===== src/rtl/pwm_dualbuf.sv =====
module pwm_dualbuf #(
  parameter int DW = 8,
  parameter int AW = 3
) (
  input  logic               clk,
  input  logic               rst_n,
  input  logic [2*DW-1:0]    wrap_val,
  input  logic               bus_we,
  input  logic [AW-1:0]      bus_addr,
  input  logic [DW-1:0]      bus_wdata,
  output logic               pwm_out,
  output logic               ovf_flag,
  output logic               cmp_flag
);
  localparam int CW = 2 * DW;
  localparam logic [AW-1:0] CLR_ADDR = AW'(4);

  logic [CW-1:0] cnt, cmp_act;
  logic [CW-1:0] chv  [2];
  logic [DW-1:0] hold [2];
  logic          pend, pend_ch, pwm_q, ovf_q, cmpf_q;

  wire ch_wr  = bus_we && !bus_addr[2] && (bus_addr[AW-1:0] < AW'(4));
  wire sel    = bus_addr[1];
  wire hi_wr  = ch_wr && !bus_addr[0];
  wire lo_wr  = ch_wr &&  bus_addr[0];
  wire clr_wr = bus_we && (bus_addr == CLR_ADDR);

  wire wrap_hit = (cnt >= wrap_val);
  wire oc_hit   = (cnt == cmp_act);
  wire swap     = wrap_hit && pend;

  wire [CW-1:0] cnt_n = wrap_hit ? '0 : cnt + 1'b1;
  wire [CW-1:0] cmp_n = swap ? chv[pend_ch] : cmp_act;

  always_ff @(posedge clk or negedge rst_n) begin
    if (!rst_n) begin
      cnt     <= '0;
      cmp_act <= '0;
      pwm_q   <= 1'b0;
      pend    <= 1'b0;
      pend_ch <= 1'b0;
      ovf_q   <= 1'b0;
      cmpf_q  <= 1'b0;
      for (int i = 0; i < 2; i++) begin
        chv[i]  <= '0;
        hold[i] <= '0;
      end
    end else begin
      cnt     <= cnt_n;
      cmp_act <= cmp_n;
      pwm_q   <= (cnt_n < cmp_n);
      if (hi_wr) hold[sel] <= bus_wdata;
      if (lo_wr) chv[sel]  <= {hold[sel], bus_wdata};
      if (lo_wr) begin
        pend    <= 1'b1;
        pend_ch <= sel;
      end else if (hi_wr && pend && (pend_ch == sel)) begin
        pend    <= 1'b0;
      end else if (wrap_hit) begin
        pend    <= 1'b0;
      end
      ovf_q  <= wrap_hit | (ovf_q  & ~(clr_wr & bus_wdata[0]));
      cmpf_q <= oc_hit   | (cmpf_q & ~(clr_wr & bus_wdata[1]));
    end
  end

  assign pwm_out  = pwm_q;
  assign ovf_flag = ovf_q;
  assign cmp_flag = cmpf_q;
endmodule


===== config.mk =====
export PLATFORM = sky130hd
export DESIGN_NAME = pwm_dualbuf
export DESIGN_NICKNAME = d
export VERILOG_FILES = /design/src/rtl/pwm_dualbuf.sv
export SDC_FILE = /design/constraint.sdc
export NUM_CORES = 1
export LEC_CHECK = 0
export BUFFER_PORTS_ARGS = -buffer_cell sky130_fd_sc_hd__buf_2
export CAP_MARGIN = 20
export CORE_ASPECT_RATIO = 1.25
export CORE_UTILIZATION = 67
export CTS_BUF_LIST = sky130_fd_sc_hd__clkbuf_4
export CTS_CLUSTER_SIZE = 12
export DETAILED_ROUTE_END_ITERATION = 10
export PLACE_DENSITY_LB_ADDON = 0.08
export SETUP_SLACK_MARGIN = 0.3
export SYNTH_ARGS = -nofsm -noshare
export SYNTH_HDL_FRONTEND = slang
export SYNTH_SLANG_ARGS = --single-unit

===== constraint.sdc =====
create_clock -name clk -period 7.8 [get_ports clk]
set_input_delay 0.39 -clock clk [delete_from_list [all_inputs] [get_ports clk]]
set_output_delay 0.39 -clock clk [all_outputs]
set_load 0.02 [all_outputs]

==> key figures <==
Power and ir drop
  • Power per cell area: roughly 240 nW/um^2
  • Clock power share: 21.0%
  • P_leak: roughly 2.5 nW
  • Switch Pwr: 0.000381 W
  • VDD IR-drop max: between 0.2 and 0.25 mV
  • Reg power frac: 52.5%
  • Cell-internal power: between 0.0007 and 0.0008 W
  • Sw frac: 32.6%
  • Gate power share: 26.5%

Yosys
  • Top_reg_cell synth: dfrtp_1
  • Post-synth EDFFs: 0
  • Top post-synthesis cells by area: dfrtp_1, mux2_2, ha_1
  • Post-synth top area share: between 40% and 50%
  • Largest area contributor in the netlist: dfrtp_1
  • Mapped Cells: around 400
  • Avg Synthesized Cell Area: 11.4 sq um
  • Syn. warnings: 0
  • Post-synthesis sequential area ratio: a little under half
  • Yosys cell types: 39
  • Post-synth top cells: dfrtp_1, mux2_2, nor2_1, ha_1
  • Syn nets: 460
  • Synthesized flop and latch total: 85
  • Ys async rst share: between 90% and 100%
  • Count leader, synth: dfrtp_1
  • Synthesized area: 4520 sq um

GRT
  • Gr usage total: about 28%
  • First-pass GRT wire length: about 14000 um
  • Largest net degree at the start of global routing: between 80 and 90
  • Vias in the first global route: 3043
  • Gr ovfl total: 0
  • Initial antenna violation count: 0

Placement
  • Placed Area: about 4700 sq um
  • PortBufs: 32
  • HPWL Detailed: ~6400 um
  • Placement Setup Slack: about 3600 ps
  • Routability congestion estimate: approximately 0.85

Drt
  • WL final: roughly 8600 um
  • Drt first pass iters: 4
  • Vias per cell: slightly below 6
  • Residual DRC count: 0
  • Vias: a little over 3k
  • Initial detailed-routing violation count: 140
  • Antenna violation net count after detailed routing: 0
  • Avg WL per Cell: 16.4 um

CTS
  • Post-CTS setup buffers: 0
  • Clock transition at path regs: roughly 150 ps
  • Clk sinks: 85
  • CTS tree: done
  • Total CTS buffers: 9
  • Worst skew pair latency: 420 ps
  • H-tree levels: 3
  • CTS resizes: 0
  • Clk root buf: clkbuf_4
  • Clock Path Buffers: 2

Timing
  • Tmin final: ~3900 ps
  • Setup Skew: between 20 and 25 ps
  • Final setup fails: 0
  • Setup_tns: 0 ps
  • Highest clock rate: 256 MHz
  • Pins Over Slew Limit: 0
  • RSZ-0062 raised after global routing: no
  • Slew margin rel.: between 30% and 40%
  • Worst Max-Slew Pin Slew: 941 ps
  • Final worst-path cycle share: 50.1%
  • Setup ws final: roughly 3900 ps
  • Hold Fails Final Rpt: 0

Worst hold path
  • Worst Hold Class: input pin to register

Finish
  • Area growth syn-to-layout: 9.27%
  • Nets@finish: 495
  • Fillers: 491
  • Finished Cell Area: between 4000 and 5000 sq um
  • ANT cells: 0
  • Share of cells above drive strength 1: 24.7%

Floorplanning
  • Die Y: around 94 um
  • # IOs: 33
  • Die area: ~7100 sq um
  • Die Wd: about 75 um
  • CORE AREA: 6520 sq um
  • Row Count: 33
  • Initial core utilization: just under 70%

Worst setup path
  • Worst setup EP type: register
  • CP Launch Type: register
  • Crit path largest cell delay: 480 ps
  • Reg2Reg Setup Slack: 3890 ps
  • Setup Crit Path Kind: register to register
  • CP arrival: 4230 ps
  • Slowest cell on crit path: dfrtp_1
  • Cell Chain, Critical Path: ha_1 -> nand4_1 -> nor3_2 -> nand2_1 -> a31oi_4 -> buf_16 -> nor2_1 -> a21o_1 -> ha_1 -> nand4_1 -> or3_1 -> o41ai_1 -> a21bo_1
  • CP Max Fanout: 34
  • Crit path required time: approximately 8100 ps

Job
  • MaxCap Viol Count: 0

Status
  • Outcome: finished, final reports clean
power groups by stage:
stage	combinational [W]	clock, W	sequential (W)
after floorplan	0.000233	0	0.000596
after global placement	0.000298	0	0.000616
after detailed placement	0.000309	0	0.000622
after CTS	0.000310	0.000248	0.000612
after global routing	0.000350	0.000268	0.000626
final	0.000310	0.000245	0.000613
layout by cell type (no fill, tap or decap), drive strengths merged, types with 9 or more instances in the layout:
cell / n
a21o: 18
a21oi: 25
buf: 35
clkbuf: 9
dfrtp: 85
ha: 32
inv: 19
mux2: 50
mux2i: 15
nand2: 18
nand3: 9
nand4: 9
nor2: 40
xor2: 25
through the flow:
stage	hold slack (ps)	std cells	utilization, %	power [W]
after floorplan	94.4	398	-	0.000829
after global placement	453	506	72.7	0.000913
after detailed placement	461	506	72.7	0.000931
after CTS	166	522	74.7	0.00117
after global routing	213	525	75.7	0.00124
final	230	525	75.7	0.00117
critical path: cells and delay by family, from the launching register on:
| kind | cells | cell delay, ps |
|---|---|---|
| AOI/OAI and AO/OA | 4 | 1220 |
| adders and majority gates | 2 | 630 |
| buffers and inverters | 1 | 230 |
| DFF | 1 | 480 |
| and+or+nand+nor | 6 | 1230 |
state kept, by name, indices dropped and copies added, names as in the netlist:
signal,cells
pend,1
pwm_out,1
ovf_flag,1
chv,32
cnt,16
hold,16
cmp_act,16
cmp_flag,1
pend_ch,1
per-layer routing:
layer	wire, um	vias up	track usage [%]	share of wire (%)
met5	0	-	0	0
met4	290	0	14.8	3.4
met3	219	24	4.08	2.5
met2	4360	54	45.9	50
met1	3770	1474	34.2	44
li1	-	1483	-	-
kinds of logic (layout without fill, tap and decap cells):
family | after synthesis | count (layout) | synth area share (%)
and+or+nand+nor | 95 | 95 | 10.2
DFF | 85 | 85 | 47.0
muxes | 65 | 65 | 15.9
AOI/OAI and AO/OA | 59 | 59 | 9.16
adders and majority gates | 32 | 32 | 8.85
xor gates and xnor gates | 31 | 31 | 6.00
buffers and inverters | 31 | 71 | 2.88
layout make-up:
type	count	area, sq um	area share [%]
Multi-Input combinational cell	282	2260	45.8
Sequential cell	85	2130	43.0
Timing Repair Buffer	36	235	4.76
Tap cell	87	109	2.20
Inverter	19	71.3	1.44
Clock buffer	9	67.6	1.37
Clock inverter	7	66.3	1.34
repair_timing:
action                                  4_1_cts  5_1_grt
endpoints found under the setup margin        0        0
hold buffers                                  0        1
hold endpoints to repair                      0       28
final timing paths:
check	startpoint	endpoint	depth (start not counted)
setup / recovery	cnt[13]	pwm_out	13
hold / removal	bus_wdata[5]	hold[13]	2
setup reg to reg	cnt[13]	pwm_out	13
hold reg to reg	ovf_flag	ovf_flag	1
max in group asynchronous	rst_n	cmp_act[1]	3
min in group asynchronous	rst_n	chv[14]	2
Note: power is estimated with default switching activity, not from simulation.
